$ cat src/rtl/pb_seq_pkg.sv
package pb_seq_pkg;

   localparam int unsigned RAIL_COUNT = 7;

   typedef enum logic [1:0] {
      PS_OFF = 2'd0,
      PS_SEQ = 2'd1,
      PS_ON  = 2'd2
   } pwr_state_e;

   // bit k drives regulator k+1
   localparam logic [RAIL_COUNT-1:0] MSK_FIRST = 7'b0010000;
   localparam logic [RAIL_COUNT-1:0] MSK_GRP_A = 7'b0001110;
   localparam logic [RAIL_COUNT-1:0] MSK_GRP_B = 7'b0100001;
   localparam logic [RAIL_COUNT-1:0] MSK_GRP_C = 7'b1000000;
   localparam logic [RAIL_COUNT-1:0] MSK_OWNED = 7'b1101110;

   localparam int unsigned IDX_REG2 = 1;
   localparam int unsigned IDX_REG5 = 4;

endpackage

$ cat src/rtl/pb_sync.sv
module pb_sync #(
   parameter int unsigned STAGES  = 2,
   parameter logic        RST_VAL = 1'b1
) (
   input  logic clk,
   input  logic rst_n,
   input  logic d_i,
   output logic q_o
);

   if (STAGES < 2) begin : g_bad_stages
      $error("pb_sync: STAGES must be at least 2");
   end

   logic [STAGES-1:0] chain_q;

   always_ff @(posedge clk or negedge rst_n) begin
      if (!rst_n) chain_q <= {STAGES{RST_VAL}};
      else        chain_q <= {chain_q[STAGES-2:0], d_i};
   end

   assign q_o = chain_q[STAGES-1];

endmodule

$ cat src/rtl/pb_tick_gen.sv
module pb_tick_gen #(
   parameter int unsigned DIV = 1000
) (
   input  logic clk,
   input  logic rst_n,
   output logic tick_o
);

   if (DIV < 1) begin : g_bad_div
      $error("pb_tick_gen: DIV must be at least 1");
   end

   if (DIV == 1) begin : g_every_cycle
      logic tick_unused;
      assign tick_unused = clk ^ rst_n;
      assign tick_o = 1'b1;
   end else begin : g_count
      localparam int unsigned CW = $clog2(DIV);
      localparam logic [CW-1:0] LAST = CW'(DIV - 1);
      logic [CW-1:0] div_q;

      always_ff @(posedge clk or negedge rst_n) begin
         if (!rst_n)             div_q <= '0;
         else if (div_q == LAST) div_q <= '0;
         else                    div_q <= div_q + 1'b1;
      end

      assign tick_o = (div_q == LAST);

      AST_TICK_SPACING: assert property (@(posedge clk) disable iff (!rst_n)
         tick_o |=> !tick_o);
   end

endmodule

$ cat src/rtl/pg_timer.sv
module pg_timer #(
   parameter int unsigned LIM_A = 8,
   parameter int unsigned LIM_B = 16
) (
   input  logic clk,
   input  logic rst_n,
   input  logic run_i,
   input  logic pg_i,
   input  logic tick_i,
   output logic hit_a_o,
   output logic hit_b_o
);

   if (LIM_A < 1) begin : g_bad_a
      $error("pg_timer: LIM_A must be at least 1");
   end
   if (LIM_B < LIM_A) begin : g_bad_b
      $error("pg_timer: LIM_B must not be below LIM_A");
   end

   localparam int unsigned CW = $clog2(LIM_B + 1);
   localparam logic [CW-1:0] CAP_A = CW'(LIM_A);
   localparam logic [CW-1:0] CAP_B = CW'(LIM_B);

   logic [CW-1:0] ms_q;

   always_ff @(posedge clk or negedge rst_n) begin
      if (!rst_n)                       ms_q <= '0;
      else if (!(run_i && pg_i))        ms_q <= '0;
      else if (tick_i && ms_q < CAP_B)  ms_q <= ms_q + 1'b1;
   end

   assign hit_a_o = (ms_q >= CAP_A);
   assign hit_b_o = (ms_q >= CAP_B);

   AST_TMR_RESTART: assert property (@(posedge clk) disable iff (!rst_n)
      !pg_i |=> (ms_q == '0));
   AST_TMR_ONE_STEP: assert property (@(posedge clk) disable iff (!rst_n)
      (ms_q != $past(ms_q)) |-> (ms_q == '0 || ms_q == CW'($past(ms_q) + 1'b1)));

endmodule

$ cat src/rtl/pb_pwrup_seq.sv
module pb_pwrup_seq
   import pb_seq_pkg::*;
#(
   parameter int unsigned TICK_DIV    = 1000,
   parameter int unsigned R5_DLY_MS   = 8,
   parameter int unsigned R2_DLY_MS   = 8,
   parameter int unsigned R2_LATE_MS  = 16,
   parameter int unsigned CHG_WIN_MS  = 260,
   parameter int unsigned SYNC_STAGES = 2
) (
   input  logic                  clk,
   input  logic                  rst_n,
   input  logic                  pb_n_i,
   input  logic                  chg_ok_i,
   input  logic                  hold_i,
   input  logic                  pwren_i,
   input  logic [RAIL_COUNT-1:0] pgood_i,
   output logic [RAIL_COUNT-1:0] rail_en_o,
   output logic                  pb_stat_n_o
);

   if (R2_LATE_MS < R2_DLY_MS) begin : g_bad_late
      $error("pb_pwrup_seq: R2_LATE_MS must not be below R2_DLY_MS");
   end
   if (CHG_WIN_MS < 1) begin : g_bad_win
      $error("pb_pwrup_seq: CHG_WIN_MS must be at least 1");
   end

   localparam int unsigned WIN_W = $clog2(CHG_WIN_MS + 1);
   localparam logic [WIN_W-1:0] WIN_END = WIN_W'(CHG_WIN_MS);

   logic             tick, pb_s, pressed, active;
   pwr_state_e       state_q, state_nx;
   logic             src_chg_q, chg_q;
   logic [WIN_W-1:0] win_q;
   logic             win_done;
   logic             stg_a_q, stg_b_q, stg_c_q;
   logic             t5_hit, t5_unused_b, t2_hit_mid, t2_hit_late;

   pb_sync #(.STAGES(SYNC_STAGES), .RST_VAL(1'b1)) u_pb_sync (
      .clk(clk), .rst_n(rst_n), .d_i(pb_n_i), .q_o(pb_s));

   pb_tick_gen #(.DIV(TICK_DIV)) u_tick (
      .clk(clk), .rst_n(rst_n), .tick_o(tick));

   assign pressed = ~pb_s;
   assign active  = (state_q != PS_OFF);

   pg_timer #(.LIM_A(R5_DLY_MS), .LIM_B(R5_DLY_MS)) u_tmr_r5 (
      .clk(clk), .rst_n(rst_n), .run_i(active), .pg_i(pgood_i[IDX_REG5]),
      .tick_i(tick), .hit_a_o(t5_hit), .hit_b_o(t5_unused_b));

   pg_timer #(.LIM_A(R2_DLY_MS), .LIM_B(R2_LATE_MS)) u_tmr_r2 (
      .clk(clk), .rst_n(rst_n), .run_i(active), .pg_i(pgood_i[IDX_REG2]),
      .tick_i(tick), .hit_a_o(t2_hit_mid), .hit_b_o(t2_hit_late));

   assign win_done = (win_q >= WIN_END);

   always_comb begin
      state_nx = state_q;
      unique case (state_q)
         PS_OFF: if (pressed || (chg_ok_i && !chg_q)) state_nx = PS_SEQ;
         PS_SEQ: begin
            if (hold_i)                              state_nx = PS_ON;
            else if (!src_chg_q && !pressed)         state_nx = PS_OFF;
            else if (src_chg_q && win_done)          state_nx = PS_OFF;
         end
         PS_ON:  if (!hold_i && !pressed)            state_nx = PS_OFF;
         default:                                    state_nx = PS_OFF;
      endcase
   end

   always_ff @(posedge clk or negedge rst_n) begin
      if (!rst_n) begin
         state_q   <= PS_OFF;
         src_chg_q <= 1'b0;
         chg_q     <= 1'b0;
      end else begin
         state_q <= state_nx;
         chg_q   <= chg_ok_i;
         if (state_q == PS_OFF && state_nx == PS_SEQ) src_chg_q <= !pressed;
      end
   end

   always_ff @(posedge clk or negedge rst_n) begin
      if (!rst_n)                            win_q <= '0;
      else if (state_q != PS_SEQ)            win_q <= '0;
      else if (tick && !win_done)            win_q <= win_q + 1'b1;
   end

   always_ff @(posedge clk or negedge rst_n) begin
      if (!rst_n) begin
         stg_a_q <= 1'b0;
         stg_b_q <= 1'b0;
         stg_c_q <= 1'b0;
      end else if (!active) begin
         stg_a_q <= 1'b0;
         stg_b_q <= 1'b0;
         stg_c_q <= 1'b0;
      end else begin
         if (t5_hit)      stg_a_q <= 1'b1;
         if (t2_hit_mid)  stg_b_q <= 1'b1;
         if (t2_hit_late) stg_c_q <= 1'b1;
      end
   end

   always_comb begin
      rail_en_o = '0;
      if (active) begin
         rail_en_o = MSK_FIRST
                   | ({RAIL_COUNT{stg_a_q}} & MSK_GRP_A)
                   | ({RAIL_COUNT{stg_b_q}} & MSK_GRP_B)
                   | ({RAIL_COUNT{stg_c_q}} & MSK_GRP_C);
         if (state_q == PS_ON && !pwren_i) rail_en_o = rail_en_o & ~MSK_OWNED;
      end
   end

   assign pb_stat_n_o = pb_s;

   AST_GRP_A_NEEDS_PG: assert property (@(posedge clk) disable iff (!rst_n)
      $rose(stg_a_q) |-> $past(pgood_i[IDX_REG5]));
   AST_GRP_B_NEEDS_PG: assert property (@(posedge clk) disable iff (!rst_n)
      $rose(stg_b_q) |-> $past(pgood_i[IDX_REG2]));
   AST_LATE_AFTER_MID: assert property (@(posedge clk) disable iff (!rst_n)
      $rose(stg_c_q) |-> stg_b_q);
   AST_RELEASE_NO_HOLD: assert property (@(posedge clk) disable iff (!rst_n)
      (state_q == PS_SEQ && !src_chg_q && !hold_i && pb_s) |=> (rail_en_o == '0));
   AST_CHG_WINDOW: assert property (@(posedge clk) disable iff (!rst_n)
      (state_q == PS_SEQ && src_chg_q && !hold_i && win_done) |=> (state_q == PS_OFF));
   AST_HOLD_DROP_OFF: assert property (@(posedge clk) disable iff (!rst_n)
      (state_q == PS_ON && !hold_i && pb_s) |=> (rail_en_o == '0));
   AST_START_FIRST_ONLY: assert property (@(posedge clk) disable iff (!rst_n)
      (state_q == PS_OFF && state_nx == PS_SEQ) |=> (rail_en_o == MSK_FIRST));

endmodule

$ cat config.mk
export PLATFORM = sky130hd
export DESIGN_NAME = pb_pwrup_seq
export DESIGN_NICKNAME = d
export VERILOG_FILES = /design/src/rtl/pb_seq_pkg.sv /design/src/rtl/pb_sync.sv /design/src/rtl/pb_tick_gen.sv /design/src/rtl/pg_timer.sv /design/src/rtl/pb_pwrup_seq.sv
export SDC_FILE = /design/constraint.sdc
export NUM_CORES = 1
export LEC_CHECK = 0
export BUFFER_PORTS_ARGS = -buffer_cell sky130_fd_sc_hd__buf_2
export CORE_MARGIN = 5
export CORE_UTILIZATION = 55
export CTS_BUF_LIST = sky130_fd_sc_hd__clkbuf_8 sky130_fd_sc_hd__clkbuf_16
export CTS_CLUSTER_DIAMETER = 40
export DETAILED_ROUTE_END_ITERATION = 8
export PLACE_DENSITY = 0.76
export REMOVE_ABC_BUFFERS = 1
export SLEW_MARGIN = 20
export SYNTH_ARGS = -nofsm -noshare
export SYNTH_HDL_FRONTEND = slang
export SYNTH_HIERARCHICAL = 1
export SYNTH_SLANG_ARGS = --single-unit
$ cat constraint.sdc
create_clock -name clk -period 2.65 [get_ports clk]
set_clock_uncertainty 0.05 [all_clocks]
set_input_delay 0.53 -clock clk [delete_from_list [all_inputs] [get_ports clk]]
set_output_delay 0.53 -clock clk [all_outputs]
set_load 0.01 [all_outputs]
==> results of run 1 <==
-- flip-flops by register name (all words and copies together), names as in the netlist --
| name | cells |
|---|---|
| u_pb_sync/chain_q | 2 |
| u_tmr_r2/ms_q | 5 |
| u_tmr_r5/ms_q | 4 |
| src_chg_q | 1 |
| stg_c_q | 1 |
| stg_a_q | 1 |
| u_tick/g_count.div_q | 10 |
| stg_b_q | 1 |
| state_q | 2 |
| chg_q | 1 |
| win_q | 9 |
-- area by class of cell --
type / instances / area, µm²
inverters: 11 / 41.3
well taps: 46 / 57.6
clock inverters: 3 / 13.8
clock buffers: 5 / 68.8
flip-flops and latches: 37 / 928
multi-input cells: 127 / 871
fillers: 279 / 1270
repair buffers: 17 / 90.1
-- routing by layer --
| layer | GRT usage, % | wire length (µm) |
|---|---|---|
| met5 | 0 | 0 |
| met4 | 8.93 | 53 |
| met2 | 27.4 | 1650 |
| met3 | 3.89 | 145 |
| met1 | 21.2 | 1490 |
-- stage by stage --
stage | hold slack, ns | util, % | cells
after global routing | 0.279 | 62.1 | 246
after floorplan | 0.184 | - | 175
final | 0.268 | 62.1 | 246
after global placement | 0.298 | 59.6 | 238
after detailed placement | 0.299 | 59.6 | 238
after CTS | 0.286 | 62.1 | 246
-- power breakdown --
part | internal [µW] | switching (µW) | leakage [µW]
clock network | 178 | 192 | 0.0000491
logic | 61.6 | 131 | 0.000398
registers | 589 | 23.6 | 0.000490
-- cell usage in the layout (no fill, tap or decap), types with 2 or more instances in the layout --
| cell type | instances |
|---|---|
| buf_4 | 2 |
| nand2b_1 | 4 |
| and3_4 | 2 |
| buf_2 | 15 |
| nand2_1 | 12 |
| inv_1 | 12 |
| nor2b_1 | 7 |
| mux2i_1 | 4 |
| nand3_1 | 10 |
| a21oi_1 | 10 |
| o41ai_1 | 2 |
| ha_1 | 7 |
| nor2_1 | 19 |
| a41oi_1 | 2 |
| nand3b_1 | 4 |
| clkbuf_8 | 5 |
| and3_1 | 3 |
| o41ai_2 | 2 |
| dfrtp_1 | 35 |
| xnor2_1 | 4 |
| or3_1 | 3 |
| o21ai_0 | 5 |
| xor2_1 | 5 |
| dfstp_2 | 2 |
| clkinv_2 | 2 |
-- worst max path at each step --
stage,depth (start not counted),end,slack [ns]
3_5_place_dp,8,u_tmr_r2/ms_q[3],0.39
4_1_cts,8,u_tmr_r2/ms_q[3],0.36
6_report,8,u_tmr_r2/ms_q[3],0.37
5_1_grt,8,u_tmr_r2/ms_q[3],0.17
3_3_place_gp,8,u_tmr_r2/ms_q[3],0.50
2_1_floorplan,7,win_q[6],0.41
-- critical path, cell delays in order (launching register included) --
cell      delay (ns)
dfrtp_1         0.43
ha_1            0.25
nand3_1         0.11
nor3_2          0.21
and3_1          0.34
buf_4           0.25
nand2b_4        0.07
or3_1           0.34
a21oi_1         0.16
==> impl_metrics.env, run 1 <==
export IMPL_diodes=0
export IMPL_crit_fanout=12
export IMPL_ff2ff_path_depth=8
export IMPL_synth_cells=182
export IMPL_cts_buffers=5
export IMPL_cp_arrival_ns=2.44
export IMPL_setup_viol=0
export IMPL_die_w_um=68.5
export IMPL_grt_use_total_pct=17.0
export IMPL_clockBufferDepth=2
export IMPL_r2r_setup_slack_ns=0.37
export IMPL_postCtsSetupBuffers=0
export IMPL_crit_path_end_kind="flip-flop"
export IMPL_cts_repair_resized=0
export IMPL_cts_sinks=37
export IMPL_outcome="finished, final reports clean"
export IMPL_place_gp_congestion=0.770
export IMPL_grt_overflow_total=0
export IMPL_hpwl_um=2420
export IMPL_ys_warn_count=6
export IMPL_fp_dieH_um=68.5
export IMPL_cp_startpoint="u_tick/g_count.div_q[0]"
export IMPL_final_area_um2=2070
export IMPL_rr_startpoint="u_tick/g_count.div_q[0]"
export IMPL_ant_nets=0
export IMPL_pin_count=21
export IMPL_syn_area_per_cell_um2=10.4
export IMPL_rsz0062_at_grt="no"
export IMPL_post_route_period_util_pct=85.9
export IMPL_antenna_found_initial=0
export IMPL_dr_total_vias=1372
export IMPL_port_buffer_count=15
export IMPL_maxCapViolations=0
export IMPL_drc=0
export IMPL_grt_pass1_wl_um=5830
export IMPL_synth_area_um2=1880
export IMPL_hold_class="input pin to async pin"
export IMPL_wl_per_cell_um=13.6
export IMPL_setup_slack_ns=0.375
export IMPL_drive_gt1_share_pct=19.0
export IMPL_vdd_drop_max_v=0.000479
export IMPL_start_util_pct=56.5
export IMPL_grt_max_degree=38
export IMPL_drt_iter0_drc=38
export IMPL_crit_type="flip-flop to flip-flop"
export IMPL_core_area_um2=3340
export IMPL_worstSetupStartpointType="flip-flop"
export IMPL_required_ns=2.81
export IMPL_p_total_uw=1180
export IMPL_path_clk_slew_ns=0.07
export IMPL_slew_viol_final=0
export IMPL_viasPerCell=5.58
export IMPL_tns_ns=0
export IMPL_period_needed_ns=2.28
export IMPL_insertion_delay_ns=0.29
export IMPL_dieArea_um2=4700
export IMPL_root_buffer="clkbuf_8"
export IMPL_hold_violations=0
export IMPL_ctsHoldBuffers=0
export IMPL_fmax_mhz=439
export IMPL_power_density_nw_per_um2=568
export IMPL_drtPass1Iterations=4
export IMPL_routed_wl_um=3350
export IMPL_dp_worst_setup_slack_ns=0.387
export IMPL_tightest_slew_ns=0.790
export IMPL_relSlewSlack_pct=47.3
export IMPL_power_leakage_uw=0.000936
export IMPL_num_rows=21
export IMPL_dpl_instance_area_um2=1990
export IMPL_syn_to_final_growth_pct=9.89
export IMPL_timing_rr_end="u_tmr_r2/ms_q[3]"
export IMPL_grt_pass1_vias=1333
export IMPL_h_tree_depth=2
export IMPL_cts_tree="yes"
export IMPL_nets=219
Power figures use the tool's default switching activity.
==> run 2: changes to the inputs <==
--- a/config.mk
+++ b/config.mk
@@ -11,7 +11,7 @@
 export CTS_BUF_LIST = sky130_fd_sc_hd__clkbuf_8 sky130_fd_sc_hd__clkbuf_16
 export CTS_CLUSTER_DIAMETER = 40
 export DETAILED_ROUTE_END_ITERATION = 8
-export PLACE_DENSITY = 0.76
+export PLACE_DENSITY_LB_ADDON = 0.08
 export REMOVE_ABC_BUFFERS = 1
 export SLEW_MARGIN = 20
 export SYNTH_ARGS = -nofsm -noshare
==> run 2 against run 1 <==
Compared with the run above: register-to-register slack lost 0.07 ns; total power grew 10%; combinational power shrank 6%; setup slack lost 0.066 ns; design area grew 1.4%; hold slack lost 0.00057 ns; sequential share of layout area shrank 0.64 points; critical path type unchanged; critical endpoint is now win_q[6]; largest cell class unchanged.
==> impl_metrics.env, run 2 (synthesis results as in run 1) <==
export IMPL_power_density_nw_per_um2=618
export IMPL_r2r_setup_slack_ns=0.31
export IMPL_viasPerCell=5.46
export IMPL_nets=218
export IMPL_stdcell_count=245
export IMPL_cts_sinks=37
export IMPL_cts_repair_resized=0
export IMPL_drt_iter0_drc=81
export IMPL_maxCapViolations=0
export IMPL_top_usage_layer="met2"
export IMPL_drtPass1Iterations=5
export IMPL_drive_gt1_share_pct=19.1
export IMPL_cp_slowest_stage_delay_ns=0.44
export IMPL_postCtsSetupBuffers=0
export IMPL_ctsHoldBuffers=0
export IMPL_ant_nets=0
export IMPL_final_area_um2=2100
export IMPL_hold_violations=0
export IMPL_port_buffer_count=15
export IMPL_power_leakage_uw=0.000940
export IMPL_fmax_mhz=427
export IMPL_required_ns=2.81
export IMPL_core_area_um2=3340
export IMPL_worstPathCellList="ha_1 -> nand3_1 -> nor3_2 -> and3_1 -> nand4b_1 -> or4_1 -> a21oi_1"
export IMPL_relSlewSlack_pct=47.8
export IMPL_largest_reg_flops=10
export IMPL_routed_wl_um=3250
export IMPL_setup_viol=0
export IMPL_num_rows=21
export IMPL_grt_use_total_pct=16.9
export IMPL_grt_pass1_vias=1397
export IMPL_dp_worst_setup_slack_ns=0.299
export IMPL_reg_top3="u_tick/g_count.div_q: 10 flops, win_q: 9 flops, u_tmr_r2/ms_q: 5 flops"
export IMPL_period_needed_ns=2.34
export IMPL_worstSetupStartpointType="flip-flop"
export IMPL_grt_pass1_wl_um=5940
export IMPL_cts_tree="yes"
export IMPL_most_common_layout_cells="dfrtp_1 (35), nor2_1 (19), buf_2 (15), nand2_1 (12), inv_1 (11)"
export IMPL_vdd_drop_max_v=0.000503
export IMPL_syn_to_final_growth_pct=11.5
export IMPL_drc=0
export IMPL_grt_max_degree=38
export IMPL_top_register="u_tick/g_count.div_q"
export IMPL_mostFrequentLayoutCell="dfrtp_1"
export IMPL_diodes=0
export IMPL_cp_arrival_ns=2.50
export IMPL_grt_overflow_total=0
export IMPL_antenna_found_initial=0
export IMPL_tightest_slew_ns=0.783
export IMPL_dpl_instance_area_um2=1980
export IMPL_root_buffer="clkbuf_8"
export IMPL_place_gp_congestion=0.845
export IMPL_start_util_pct=56.5
export IMPL_gr_usage_met1_pct=20.9
export IMPL_slew_viol_final=0
export IMPL_hpwl_um=2400
export IMPL_grt_use_met2_pct=28.8
export IMPL_h_tree_depth=2
export IMPL_path_clk_slew_ns=0.07
export IMPL_crit_fanout=10
export IMPL_dieArea_um2=4700
export IMPL_rsz0062_at_grt="no"
export IMPL_hold_class="input pin to async pin"
export IMPL_clockBufferDepth=2
export IMPL_pin_count=21
export IMPL_insertion_delay_ns=0.28
export IMPL_setup_slack_ns=0.309
export IMPL_slowest_stage="and3_1"
export IMPL_post_route_period_util_pct=88.3
export IMPL_fp_dieH_um=68.5
export IMPL_cts_buffers=5
export IMPL_die_w_um=68.5
export IMPL_crit_type="flip-flop to flip-flop"
export IMPL_gr_usage_met3_pct=3.40
export IMPL_dp_cells=237
export IMPL_outcome="finished, final reports clean"
export IMPL_crit_path_end_kind="flip-flop"
export IMPL_tns_ns=0
export IMPL_dr_total_vias=1337
export IMPL_wl_per_cell_um=13.3
-- run 2: cell types whose count changed in the layout (fill, tap and decap cells not counted) --
cell / previous run / this run
clkbuf_8: 5 / 6
clkinvlp_4: 0 / 1
buf_4: 2 / 1
inv_1: 12 / 11
clkinv_2: 2 / 0
bufinv_16: 0 / 1
-- run 2: worst paths after layout --
check | startpoint | to | cells past startpoint
worst min register to register | u_pb_sync/chain_q[0] | u_pb_sync/chain_q[1] | 0
min in group clk | pb_n_i | u_pb_sync/chain_q[0] | 1
worst max register to register | u_tick/g_count.div_q[0] | win_q[6] | 7
worst min-delay path | rst_n | u_tick/g_count.div_q[4] | 1
max in group asynchronous | rst_n | u_tmr_r5/ms_q[3] | 1
worst max-delay path | u_tick/g_count.div_q[0] | win_q[6] | 7
-- run 2: report_power, final --
part | switching, µW | internal, µW | total [µW]
clock | 199 | 306 | 504
combinational | 129 | 51.8 | 181
sequential | 22.9 | 589 | 612
-- run 2: final cells by class --
type                       instances  area (µm²)
clock buffer                       6        82.6
clock inverter                     2        37.5
fill                             296        1240
inverter                          11        41.3
multi-input combinational        127         871
sequential                        37         928
tap                               46        57.6
timing repair buffer              16        82.6
-- run 2: metrics by stage --
stage	power [µW]	utilization [%]	hold WS, ns
floorplan	740	-	0.184
global placement	799	59.4	0.297
detailed placement	807	59.4	0.300
CTS	1310	63.0	0.280
global route	1370	63.0	0.270
finish	1300	63.0	0.268
-- run 2: worst max-delay path: cells and delay by family (launching register included) --
family          cells  cell delay (ns)
simple gates        5             1.40
flops               1             0.41
fa+ha+maj           1             0.25
compound gates      1             0.16
-- run 2: routing by layer --
metal,vias up,routed length (µm)
li1,658,-
met2,22,1640
met3,5,102
met5,-,0
met4,0,34
met1,652,1480
==> run 3: changes to the inputs <==
--- a/config.mk
+++ b/config.mk
@@ -16,5 +16,4 @@
 export SLEW_MARGIN = 20
 export SYNTH_ARGS = -nofsm -noshare
 export SYNTH_HDL_FRONTEND = slang
-export SYNTH_HIERARCHICAL = 1
 export SYNTH_SLANG_ARGS = --single-unit
==> constraint.sdc (replaced) <==
create_clock -name clk -period 2.65 [get_ports clk]
set_clock_uncertainty 0.05 [all_clocks]
set_input_delay 0.265 -clock clk [delete_from_list [all_inputs] [get_ports clk]]
set_output_delay 0.265 -clock clk [all_outputs]
set_load 0.01 [all_outputs]
==> run 3 against run 2 <==
Compared with the run above: design area decreased by 4.3%; area after synthesis decreased by 3.6%; combinational power decreased by 16%; critical path depth decreased by 3; register-to-register slack improved by 0.24 ns; via count increased by 3.9%; utilization increased by 1.8 points; setup slack improved by 0.24 ns; synthesized cell count increased by 2.7%; global-route usage increased by 1.7 points; hold slack got worse by 0.25 ns; highest routed layer unchanged.
==> impl_metrics.env, run 3 <==
export IMPL_cts_repair_resized=0
export IMPL_p_total_uw=1150
export IMPL_port_buffer_count=15
export IMPL_most_common_layout_cells="dfrtp_1 (35), nor2_1 (25), buf_2 (15), a21oi_1 (14)"
export IMPL_synth_common_cells="dfrtp_1 (35), nor2_1 (25), a21oi_1 (14)"
export IMPL_syn_to_final_growth_pct=10.7
export IMPL_start_util_pct=58.5
export IMPL_post_route_util_pct=64.8
export IMPL_vdd_drop_max_v=0.000394
export IMPL_pin_count=21
export IMPL_diodes=0
export IMPL_maxCapViolations=0
export IMPL_synth_top_family_by_area="simple AND/OR/NAND/NOR gates"
export IMPL_dieArea_um2=4550
export IMPL_synth_top_area_share_pct=48.2
export IMPL_insertion_delay_ns=0.29
export IMPL_crit_path_end_kind="flip-flop"
export IMPL_dr_total_vias=1389
export IMPL_synth_edf_count=0
export IMPL_synth_compound_area_share_pct=12.7
export IMPL_ctsHoldBuffers=0
export IMPL_nets=224
export IMPL_cp_arrival_ns=2.27
export IMPL_synth_xor_area_share_pct=3.86
export IMPL_cts_sinks=37
export IMPL_required_ns=2.82
export IMPL_ys_ff_latch=37
export IMPL_crit_fanout=8
export IMPL_hpwl_um=2480
export IMPL_post_route_period_util_pct=79.5
export IMPL_nFillCells=285
export IMPL_tightest_slew_ns=0.827
export IMPL_ys_seq_area_share_pct=51.1
export IMPL_grt_pass1_wl_um=6330
export IMPL_setup_viol=0
export IMPL_drc=0
export IMPL_die_w_um=67.5
export IMPL_viasPerCell=5.58
export IMPL_core_area_um2=3100
export IMPL_crit_type="flip-flop to flip-flop"
export IMPL_mostFrequentLayoutCell="dfrtp_1"
export IMPL_largest_reg_flops=10
export IMPL_routed_wl_um=3480
export IMPL_rsz0062_at_grt="no"
export IMPL_yosys_area_share_simple_pct=21.7
export IMPL_fmax_mhz=475
export IMPL_outcome="finished, final reports clean"
export IMPL_relSlewSlack_pct=44.9
export IMPL_synthArstFlopShare_pct=100
export IMPL_ant_nets=0
export IMPL_root_buffer="clkbuf_8"
export IMPL_grt_overflow_total=0
export IMPL_worstSetupStartpointType="flip-flop"
export IMPL_synth_cells=187
export IMPL_cts_tree="yes"
export IMPL_drtPass1Iterations=4
export IMPL_power_leakage_uw=0.000909
export IMPL_postCtsSetupBuffers=0
export IMPL_path_clk_slew_ns=0.08
export IMPL_register_area_um2=928
export IMPL_yosys_most_used_dff="dfrtp_1"
export IMPL_grt_max_degree=38
export IMPL_h_tree_depth=2
export IMPL_ys_top_cells_by_area="dfrtp_1 (48%), nor2_1 (5.2%), ha_1 (4.8%), a21oi_1 (3.9%), nand3_1 (3.0%)"
export IMPL_grt_pass1_vias=1452
export IMPL_synth_cell_type_count=35
export IMPL_slew_viol_final=0
export IMPL_drt_iter0_drc=89
export IMPL_cts_buffers=5
export IMPL_ys_warn_count=0
export IMPL_syn_area_per_cell_um2=9.72
export IMPL_setup_slack_ns=0.544
export IMPL_grt_use_total_pct=18.5
export IMPL_synth_fa_ha_area_share_pct=4.82
export IMPL_period_needed_ns=2.11
export IMPL_synth_area_um2=1820
export IMPL_top_register="u_tick.g_count.div_q"
export IMPL_clockBufferDepth=2
export IMPL_wl_per_cell_um=14.0
export IMPL_place_gp_congestion=0.809
export IMPL_num_rows=20
export IMPL_fp_dieH_um=67.5
export IMPL_dp_worst_setup_slack_ns=0.563
export IMPL_hold_violations=0
export IMPL_tns_ns=0
export IMPL_reg_top3="u_tick.g_count.div_q: 10 flops, win_q: 9 flops, u_tmr_r2.ms_q: 5 flops"
export IMPL_yosys_area_top_type="dfrtp_1"
export IMPL_antenna_found_initial=0
export IMPL_synth_mux_area_share_pct=1.10
export IMPL_post_synth_top_count_cell="dfrtp_1"
export IMPL_multi_input_area_um2=802
export IMPL_hold_class="input pin to async pin"
export IMPL_power_density_nw_per_um2=574
export IMPL_drive_gt1_share_pct=14.1
## run 3: changes by cell type in the layout (fill, tap and decap cells not counted), moves of 4 or more
cell | previous run | this run
a21oi_1 | 10 | 14
nand3b_1 | 4 | 0
nor2_1 | 19 | 25
nor3_1 | 1 | 5
o31ai_1 | 1 | 7
or4_1 | 1 | 7
## run 3: logic make-up after synthesis
logic type	Yosys count
compound gates	37
xor+xnor	8
fa+ha+maj	7
buf+inv	18
flops	37
mux	2
simple gates	78
## run 3: report_power, final
group / total [µW] / switching (µW) / leakage (µW) / internal (µW)
clock: 393 / 189 / 0.0000538 / 204
sequential: 609 / 21.7 / 0.000490 / 588
combinational: 152 / 110 / 0.000366 / 42.4
total: 1150 / 320 / 0.000909 / 834
## run 3: path summary, 6_finish.rpt
check	from	endpoint	slack, ns	cells after the start
setup / recovery	win_q[6]	win_q[4]	0.54	4
hold / removal	rst_n	win_q[1]	0.02	1
setup reg to reg	win_q[6]	win_q[4]	0.54	4
hold reg to reg	u_pb_sync.chain_q[0]	u_pb_sync.chain_q[1]	0.31	0
max in group asynchronous	rst_n	u_tick.g_count.div_q[2]	2.00	1
min in group clk	pb_n_i	u_pb_sync.chain_q[0]	0.03	1
## run 3: stage by stage
step	hold slack, ns	instances	area (µm²)
3_5_place_dp	0.301	241	1920
4_1_cts	0.0182	249	2010
2_1_floorplan	-0.0806	179	1770
6_report	0.0206	249	2010
3_3_place_gp	0.296	241	1920
5_1_grt	0.00841	249	2010
## run 3: area by class of cell
type                            instances  area share, %
Clock buffer                            6           4.11
Clock inverter                          2          0.373
Inverter                               10           1.87
Multi-Input combinational cell        132           39.9
Sequential cell                        37           46.2
Tap cell                               44           2.74
Timing Repair Buffer                   18           4.85
## run 3: routing by layer
layer	vias to the layer above	global-route usage [%]	wire (µm)
met3	5	5.66	123
met2	30	32.2	1780
met1	672	21.2	1530
met5	-	0	0
li1	682	-	-
met4	0	7.09	49
## run 3: worst max-delay path, cell delays in order (launching register included)
cell and delay, ns:
dfrtp_1 0.41, or4_1 0.57, o31a_1 0.35, or4_1 0.50, a21oi_1 0.15
